**config.mk**
```make
export PLATFORM = sky130hd
export DESIGN_NAME = interval_timer
export DESIGN_NICKNAME = d
export VERILOG_FILES = /design/src/rtl/timer_pkg.sv /design/src/rtl/timer_mode_fsm.sv /design/src/rtl/timer_downcount.sv /design/src/rtl/timer_irq_latch.sv /design/src/rtl/interval_timer.sv
export SDC_FILE = /design/constraint.sdc
export NUM_CORES = 1
export LEC_CHECK = 0
export BUFFER_PORTS_ARGS = -buffer_cell sky130_fd_sc_hd__buf_2
export CELL_PAD_IN_SITES_DETAIL_PLACEMENT = 2
export CELL_PAD_IN_SITES_GLOBAL_PLACEMENT = 2
export CORE_MARGIN = 2
export CORE_UTILIZATION = 38
export CTS_CLUSTER_SIZE = 40
export DETAILED_ROUTE_END_ITERATION = 8
export GPL_TIMING_DRIVEN = 0
export PLACE_DENSITY = 0.88
export REMOVE_ABC_BUFFERS = 1
export SLEW_MARGIN = 5
export SYNTH_ARGS = -nofsm -noshare
export SYNTH_HDL_FRONTEND = slang
export SYNTH_HIERARCHICAL = 1
export SYNTH_SLANG_ARGS = --single-unit
```
**constraint.sdc**
```tcl
create_clock -name clk -period 7.2 [get_ports clk]
set_clock_uncertainty 0.2 [all_clocks]
set_input_delay 0.36 -clock clk [delete_from_list [all_inputs] [get_ports clk]]
set_output_delay 0.36 -clock clk [all_outputs]
set_load 0.05 [all_outputs]
```
**src/rtl/timer_pkg.sv**
```systemverilog
package timer_pkg;
    parameter int DATA_W  = 32;
    parameter int EN_BIT  = 31;
    parameter int REP_BIT = 30;
    parameter int CLR_BIT = 30;
    parameter int IRQ_BIT = 30;

    typedef enum logic [1:0] {
        ST_IDLE   = 2'd0,
        ST_ONCE   = 2'd1,
        ST_REPEAT = 2'd2
    } tmr_state_e;
endpackage

```
**src/rtl/timer_mode_fsm.sv**
```systemverilog
module timer_mode_fsm
    import timer_pkg::*;
(
    input  logic clk,
    input  logic rst_n,
    input  logic trig_wr,
    input  logic wr_enable,
    input  logic wr_repeat,
    input  logic expire,
    output logic active,
    output logic repeating
);
    tmr_state_e state_q, state_d;

    // next-state selection
    always_comb begin
        state_d = state_q;
        if (trig_wr) begin
            if (!wr_enable)     state_d = ST_IDLE;      // stop
            else if (wr_repeat) state_d = ST_REPEAT;    // arm-repeat
            else                state_d = ST_ONCE;      // arm-once
        end else begin
            unique case (state_q)
                ST_IDLE:   state_d = ST_IDLE;
                ST_ONCE:   state_d = expire ? ST_IDLE : ST_ONCE;  // expire-once
                ST_REPEAT: state_d = ST_REPEAT;                   // expire-repeat
                default:   state_d = ST_IDLE;
            endcase
        end
    end

    // state register
    always_ff @(posedge clk or negedge rst_n) begin
        if (!rst_n) state_q <= ST_IDLE;
        else        state_q <= state_d;
    end

    // outputs
    always_comb begin
        active    = 1'b0;
        repeating = 1'b0;
        unique case (state_q)
            ST_IDLE:   ;
            ST_ONCE:   active = 1'b1;
            ST_REPEAT: begin
                active    = 1'b1;
                repeating = 1'b1;
            end
            default:   ;
        endcase
    end
endmodule

```
**src/rtl/timer_downcount.sv**
```systemverilog
module timer_downcount #(
    parameter int CNT_W = 29
) (
    input  logic             clk,
    input  logic             rst_n,
    input  logic             load,
    input  logic [CNT_W-1:0] load_val,
    input  logic             step,
    input  logic             repeat_mode,
    output logic [CNT_W-1:0] cnt_q,
    output logic [CNT_W-1:0] reload_q,
    output logic             expire
);
    localparam logic [CNT_W-1:0] ZERO = '0;
    localparam logic [CNT_W-1:0] ONE  = CNT_W'(1);

    // step is already suppressed on a load cycle, so a colliding expiry is lost
    assign expire = step && (cnt_q == ZERO);

    always_ff @(posedge clk or negedge rst_n) begin
        if (!rst_n) begin
            cnt_q    <= ZERO;
            reload_q <= ZERO;
        end else if (load) begin
            cnt_q    <= load_val;
            reload_q <= load_val;
        end else if (step) begin
            if (cnt_q != ZERO)    cnt_q <= cnt_q - ONE;
            else if (repeat_mode) cnt_q <= reload_q;
        end
    end
endmodule

```
**src/rtl/timer_irq_latch.sv**
```systemverilog
module timer_irq_latch (
    input  logic clk,
    input  logic rst_n,
    input  logic set_evt,
    input  logic clr_req,
    output logic irq_q
);
    always_ff @(posedge clk or negedge rst_n) begin
        if (!rst_n)       irq_q <= 1'b0;
        else if (set_evt) irq_q <= 1'b1;
        else if (clr_req) irq_q <= 1'b0;
    end
endmodule

```
**src/rtl/interval_timer.sv**
```systemverilog
module interval_timer
    import timer_pkg::*;
#(
    parameter int CNT_W = 29
) (
    input  logic              clk,
    input  logic              rst_n,
    input  logic              tick_en,
    input  logic              reg_wr,
    input  logic              reg_sel,
    input  logic [DATA_W-1:0] reg_wdata,
    output logic [DATA_W-1:0] reg_rdata,
    output logic              irq
);
    logic             trig_wr, clr_wr, step;
    logic             chan_active, chan_repeat, expire_hit;
    logic [CNT_W-1:0] cur_cnt, reload_val;
    logic             unused_wbits;

    assign trig_wr      = reg_wr && !reg_sel;
    assign clr_wr       = reg_wr && reg_sel && reg_wdata[CLR_BIT];
    assign step         = tick_en && chan_active && !trig_wr;
    assign unused_wbits = reg_wdata[CNT_W];

    timer_mode_fsm u_fsm (
        .clk       (clk),
        .rst_n     (rst_n),
        .trig_wr   (trig_wr),
        .wr_enable (reg_wdata[EN_BIT]),
        .wr_repeat (reg_wdata[REP_BIT]),
        .expire    (expire_hit),
        .active    (chan_active),
        .repeating (chan_repeat)
    );

    timer_downcount #(.CNT_W(CNT_W)) u_cnt (
        .clk         (clk),
        .rst_n       (rst_n),
        .load        (trig_wr),
        .load_val    (reg_wdata[CNT_W-1:0]),
        .step        (step),
        .repeat_mode (chan_repeat),
        .cnt_q       (cur_cnt),
        .reload_q    (reload_val),
        .expire      (expire_hit)
    );

    timer_irq_latch u_irq (
        .clk     (clk),
        .rst_n   (rst_n),
        .set_evt (expire_hit),
        .clr_req (clr_wr),
        .irq_q   (irq)
    );

    always_comb begin
        reg_rdata = '0;
        if (!reg_sel) begin
            reg_rdata[EN_BIT]    = chan_active;
            reg_rdata[REP_BIT]   = chan_repeat;
            reg_rdata[CNT_W-1:0] = reload_val;
        end else begin
            reg_rdata[IRQ_BIT]   = irq;
            reg_rdata[CNT_W-1:0] = cur_cnt;
        end
    end
endmodule

```
==> results of run 1 <==
[worst max path at each step]
stage	startpoint	end	slack, ps	cells past startpoint
after floorplan	reg_sel	u_cnt/cnt_q[20]	2320	5
after global placement	reg_sel	u_cnt/cnt_q[11]	-740	7
after detailed placement	reg_sel	u_cnt/cnt_q[2]	3300	7
after CTS	u_cnt/cnt_q[0]	u_cnt/cnt_q[0]	3400	7
after global routing	u_cnt/cnt_q[0]	u_cnt/cnt_q[0]	3080	7
final	u_cnt/cnt_q[0]	u_cnt/cnt_q[0]	3400	7
[sequential cells by signal (all words and copies together), names as in the netlist]
| signal | count |
|---|---|
| u_cnt/cnt_q | 29 |
| u_fsm/state_q | 2 |
| u_irq/irq_q | 1 |
| u_cnt/reload_q | 29 |
[power by group through the flow]
stage                     Sequential, uW  Combinational, uW  Clock, uW
after floorplan                      466                344          0
after global placement               488                433          0
after detailed placement             496                451          0
after CTS                            490                457        279
after global routing                 502                487        297
final                                491                454        272
[kinds of logic (layout without fill, tap and decap cells)]
family,after synthesis,in the layout
buffers and inverters,58,113
other,1,1
DFF,61,61
xor gates and xnor gates,5,5
muxes,47,47
AOI/OAI and AO/OA,111,111
and+or+nand+nor,137,137
adders and majority gates,3,3
[cell usage after synthesis (7+ instances only)]
library cell / count / area share, %
nor3_1: 8 / 0.98
a22oi_1: 7 / 1.3
inv_1: 27 / 2.5
nand2_1: 42 / 3.9
clkbuf_1: 15 / 1.4
o21ai_0: 37 / 4.5
mux2_2: 17 / 4.7
mux2_4: 28 / 10
o311ai_0: 7 / 1.5
nand3_1: 13 / 1.6
nand4_1: 10 / 1.5
nor2_1: 18 / 1.7
nor4_1: 10 / 1.5
a21oi_1: 9 / 1.1
dfrtp_1: 61 / 37
[metal layers]
layer | vias to the layer above | share of wire [%] | GRT usage [%]
met1 | 1904 | 44 | 32.3
met2 | 124 | 51 | 41.0
met3 | 17 | 4.6 | 2.85
met5 | - | 0 | 0
li1 | 1687 | - | -
met4 | 0 | 1.1 | 8.88
[final cells by class]
class / count / area [sq um]
inverters: 28 / 105
clock inverters: 2 / 10.0
fillers: 1180 / 5760
multi-input cells: 304 / 2270
repair buffers: 70 / 379
well taps: 136 / 170
flip-flops and latches: 61 / 1530
clock buffers: 13 / 149
[repair_timing]
item                      CTS  global route
setup buffers               0             0
hold endpoints to repair   61             0
hold buffers                1             0
[critical path, cell delays in order (launching register included)]
cell and delay [ps]:
dfrtp_1 460, inv_1 120, ha_1 250, nor4b_1 520
and3_1 570, nand3_1 750, o311ai_0 620, a22oi_1 140
[through the flow]
stage,utilization [%],cell area [sq um]
after floorplan,-,3880
after global placement,42.3,4390
after detailed placement,42.8,4440
after CTS,44.4,4610
after global routing,44.4,4610
final,44.4,4610
==> metrics.md, run 1 <==
| Metric | Value |
|---|---|
| Status | `finished, final reports clean` |
| Critical path required time | `7180 ps` |
| H-tree levels | `3` |
| CORE AREA | `0.0104 sq mm` |
| Max Freq | `263 MHz` |
| Clock Latency Late Sink | `340 ps` |
| Clock Power Share | `22.3%` |
| CTS Root Cell | `clkbuf_8` |
| Worst hold path cell count | `3` |
| Worst setup EP type | `flip-flop` |
| Post-Synth Simple-Gate Area | `18.7%` |
| Hold Startpoint | `reg_wdata[18]` |
| FF-to-FF End | `u_cnt/cnt_q[0]` |
| Total Wirelength | `13600 um` |
| Reg power frac | `40.3%` |
| Ports | `70` |
| Final Total Pwr | `1220 uW` |
| Critical path class | `reg -> reg` |
| # diodes | `0` |
| Maximum VDD drop | `0.107 mV` |
| Starting Density | `39.3%` |
| R2R setup slack | `3400 ps` |
| FP Rows | `37` |
| Yosys warning count | `6` |
| Die X | `108 um` |
| First-pass GRT wire length | `21800 um` |
| Combinational family with the most area after synthesis | `compound AO/OA/AOI/OAI gates` |
| Slew margin rel. | `23.0%` |
| Largest net degree at the start of global routing | `62` |
| Worst slew pin tran | `1150 ps` |
| Startpoint Class | `flip-flop` |
| TritonRoute pass-1 iters | `4` |
| Compound-Gate Fraction of Synth Area | `19.0%` |
| Share of cells above drive strength 1 | `29.7%` |
| Hold Crit Class | `in -> reg` |
| Top FF cell, synth | `dfrtp_1` |
| Synth Area in Adders | `0.921%` |
| RSZ-0062 raised after global routing | `no` |
| Placer Congestion | `0.800` |
| Avg Cell Area, Syn | `9.63 sq um` |
| Mux share of post-synthesis cell area | `15.5%` |
| Clk slew on worst S/H paths | `70 ps` |
| CTS buffer count | `9` |
| Register area share after synthesis | `37.5%` |
| Final worst slack | `3400 ps` |
| Max Cap Viol | `0` |
| Total track usage | `24.4%` |
| TritonCTS clock tree | `built` |
| Synth Register Bits | `61` |
| Via count | `3732` |
| Cell Area, Synth | `0.00408 sq mm` |
| Initial DRC count | `226` |
| Net Sw Power | `520 uW` |
| R2R depth | `7` |
| Setup total negative slack | `0 ps` |
| EDFF count, synth | `0` |
| Synth Instances | `423` |
| Antenna-violating nets left | `0` |
| Setup WS pre-CTS | `3300 ps` |
| WL per Instance | `22.2 um` |
| Die height | `108 um` |
| Nets | `514` |
| Post-synth ARST share | `100%` |
| Worst Hold Margin | `31.0 ps` |
| Fin. max-slew vios | `0` |
| Start of the worst register-to-register path | `u_cnt/cnt_q[0]` |
| CTS max path bufs | `2` |
| XOR/XNOR share of the synthesized area | `1.07%` |
| Leakage | `0.00198 uW` |
| Hold Crit Endpoint | `u_cnt/reload_q[18]` |
| Layout area overhead | `13.0%` |
| Initial antenna violation count | `0` |
| Layout Cells excl Fill | `614` |
| Final Hold Viols | `0` |
| Vias in the first global route | `3929` |
| Total gr overflow | `0` |
| Post-placement cell count | `598` |
| Most common cell after layout, fill and taps aside | `buf_2` |
| Synth cell types | `66` |
| Combinational power share | `37.3%` |
| Number of setup violations in the final report | `0` |
| DP HPWL | `9120 um` |
| # port buffers | `67` |
| CTS sink cnt | `61` |
| Internal power | `697 uW` |
| DIE AREA | `0.0116 sq mm` |
| Power Dens Cells | `264 mW/mm^2` |
| Crit path DAT | `3780 ps` |
| Most frequent cells in the layout | `66 x buf_2, 61 x dfrtp_1, 42 x nand2_1` |
| Drt drc | `0` |
| Cts repair resizes | `0` |
| Vias per cell | `6.08` |
| Tmin final | `3800 ps` |
| CP max FO | `15` |
| Period utilization | `52.8%` |
| Switching share of power | `42.8%` |
No activity file was read; power rests on OpenSTA's default activity.
==> inputs of run 2 (changes only) <==
--- a/config.mk
+++ b/config.mk
@@ -9,11 +9,11 @@
 export CELL_PAD_IN_SITES_DETAIL_PLACEMENT = 2
 export CELL_PAD_IN_SITES_GLOBAL_PLACEMENT = 2
 export CORE_MARGIN = 2
-export CORE_UTILIZATION = 38
+export CORE_UTILIZATION = 32
 export CTS_CLUSTER_SIZE = 40
 export DETAILED_ROUTE_END_ITERATION = 8
 export GPL_TIMING_DRIVEN = 0
-export PLACE_DENSITY = 0.88
+export PLACE_DENSITY = 0.79
 export REMOVE_ABC_BUFFERS = 1
 export SLEW_MARGIN = 5
 export SYNTH_ARGS = -nofsm -noshare
==> constraint.sdc (replaced) <==
create_clock -name clk -period 3.1 [get_ports clk]
set_clock_uncertainty 0.2 [all_clocks]
set_input_delay 0.155 -clock clk [delete_from_list [all_inputs] [get_ports clk]]
set_output_delay 0.155 -clock clk [all_outputs]
set_load 0.05 [all_outputs]
==> run 2 against run 1 <==
First-iteration DRC count down 6.6%. Power rose to 2.7 times the previous value. Critical path type unchanged. Combinational power rose by 140%. Sequential share of layout area decreased by 4.1 points. Register-to-register slack got worse by 3300 ps. Cell count increased by 12%.
==> metrics.md, run 2 (synthesized netlist as in run 1, its figures left out) <==
| Metric | Value |
|---|---|
| Status | `finished, final reports clean` |
| DIE AREA | `0.0137 sq mm (+18%)` |
| CP max FO | `9 (-6)` |
| Final Hold Viols | `0 (unchanged)` |
| Clk slew on worst S/H paths | `50 ps (-20 ps)` |
| Fillers | `1379 (+17%)` |
| Startpoint Class | `flip-flop` |
| Vias per cell | `5.57 (-8.3%)` |
| Initial DRC count | `211 (-6.6%)` |
| CTS sink cnt | `61 (unchanged)` |
| Maximum VDD drop | `0.204 mV (+91%)` |
| Layout area overhead | `29.0%` |
| Max Cap Viol | `0 (unchanged)` |
| Critical path class | `reg -> reg` |
| CTS Root Cell | `clkbuf_16` |
| TritonRoute pass-1 iters | `4 (unchanged)` |
| Critical Path, Cell by Cell | `or4_1 -> or4_4 -> o41ai_4 -> o311ai_0 -> nand4_1` |
| Power Dens Cells | `621 mW/mm^2 (+130%)` |
| Vias in the first global route | `4099 (+4.3%)` |
| Tmin final | `2980 ps (-815 ps)` |
| Layout Cells excl Fill | `690 (+12%)` |
| Max Freq | `335 MHz (+27%)` |
| Hold Crit Class | `in -> reg` |
| Via count | `3844 (+3.0%)` |
| Seq. cell area | `0.00153 sq mm (unchanged)` |
| Share of cells above drive strength 1 | `31.3% (+1.6 points)` |
| Leakage | `0.00224 uW (+13%)` |
| Largest stage delay, worst path | `730 ps (-20 ps)` |
| Worst setup EP type | `flip-flop` |
| Starting Density | `32.6% (-6.7 points)` |
| Antenna-violating nets left | `0 (unchanged)` |
| Total Wirelength | `14200 um (+4.4%)` |
| Period utilization | `96.3% (+44 points)` |
| Total gr overflow | `0 (unchanged)` |
| Worst Hold Margin | `66.0 ps (+35.0 ps)` |
| Nets | `553 (+7.6%)` |
| Number of setup violations in the final report | `0 (unchanged)` |
| Total track usage | `21.9% (-2.5 points)` |
| Final core occ | `42.0% (-2.4 points)` |
| Critical path required time | `3160 ps (-4020 ps)` |
| Clock Latency Late Sink | `330 ps (about the same)` |
| Post-placement cell count | `635 (+6.2%)` |
| Crit path DAT | `3050 ps (-730 ps)` |
| Initial antenna violation count | `0 (unchanged)` |
| # port buffers | `67 (unchanged)` |
| CORE AREA | `0.0125 sq mm (+21%)` |
| CTS max path bufs | `2 (unchanged)` |
| WL per Instance | `20.6 um (-7.1%)` |
| CTS buffer count | `9 (unchanged)` |
| Fin. max-slew vios | `0 (unchanged)` |
| Multi-input gate area | `0.00234 sq mm (+3.4%)` |
| Drt drc | `0 (unchanged)` |
| Die X | `117 um (+8.6%)` |
| FP Rows | `41 (+11%)` |
| Setup total negative slack | `0 ps (unchanged)` |
| First-pass GRT wire length | `23000 um (+5.8%)` |
| # diodes | `0 (unchanged)` |
| Registers with the most flip-flops | `u_cnt/cnt_q: 29 flops, u_cnt/reload_q: 29 flops, u_fsm/state_q: 2 flops` |
| Worst slew pin tran | `842 ps (-313 ps)` |
| Largest net degree at the start of global routing | `62 (unchanged)` |
| Most common cell after layout, fill and taps aside | `buf_2` |
| RSZ-0062 raised after global routing | `yes` |
| Most frequent cells in the layout | `65 x buf_2, 61 x dfrtp_1, 42 x nand2_1` |
| H-tree levels | `3 (unchanged)` |
| Slew margin rel. | `43.4% (+20 points)` |
| Placer Congestion | `0.765 (-4.4%)` |
| DP HPWL | `9330 um (+2.3%)` |
| Ports | `70 (unchanged)` |
| CP max-delay cell | `or4_1` |
| TritonCTS clock tree | `built` |
| Die height | `117 um (+8.6%)` |
## run 2: cell types whose count changed in the layout (fill, tap and decap cells not counted), sizes merged
cell and delta:
clkbuf -2, buf +7, bufinv +1, clkinv +2
dlygate4sd3 +32
## run 2: power breakdown
part | internal [uW] | total [uW] | switching, uW
registers | 938 | 1150 | 210
clock network | 638 | 1000 | 366
logic | 410 | 1110 | 699
total | 1990 | 3260 | 1280
## run 2: area by class of cell
class	count	share of cell area [%]
tap	172	4.09
timing repair buffer	109	14.7
multi-input combinational	304	44.6
inverter	28	2.00
clock buffer	11	4.62
sequential	61	29.0
clock inverter	5	0.952
## run 2: repair_timing
item | CTS | global route
hold buffers | 33 | 0
buffers inserted | 5 | 1
pin swaps | 3 | 1
endpoints found under the hold margin | 115 | 0
setup endpoints to repair | 30 | 11
gates resized for setup | 9 | 7
cloned | 0 | 0
## run 2: final timing paths
path | startpoint | end | slack, ps | cells after the start
min in group asynchronous | rst_n | u_cnt/cnt_q[4] | 280 | 2
worst max register to register | u_cnt/cnt_q[19] | u_cnt/cnt_q[27] | 120 | 5
worst max-delay path | u_cnt/cnt_q[19] | u_cnt/cnt_q[27] | 120 | 5
worst min register to register | u_irq/irq_q | u_irq/irq_q | 310 | 1
max in group asynchronous | rst_n | u_cnt/reload_q[12] | 1870 | 2
worst min-delay path | reg_wr | u_irq/irq_q | 70 | 4
## run 2: layer usage
layer | track usage [%] | part of all wire [%] | wire length, um
met2 | 37.8 | 51 | 7220
met5 | 0 | 0 | 0
met4 | 6.90 | 0.96 | 136
met3 | 2.32 | 3.1 | 434
met1 | 29.0 | 45 | 6430
## run 2: worst max-delay path, delay by kind of cell, from the launching register on
| kind | cells | cell delay [ps] |
|---|---|---|
| simple gates | 3 | 1540 |
| flops | 1 | 470 |
| compound gates | 2 | 700 |
## run 2: through the flow
step | cell area (sq um) | setup slack, ps | total power (uW)
detailed placement | 4510 | -648 | 2210
finish | 5260 | 115 | 3260
global route | 5260 | -7.05 | 3440
CTS | 5200 | 42.6 | 3270
floorplan | 3880 | -1570 | 1880
global placement | 4430 | -4870 | 2150
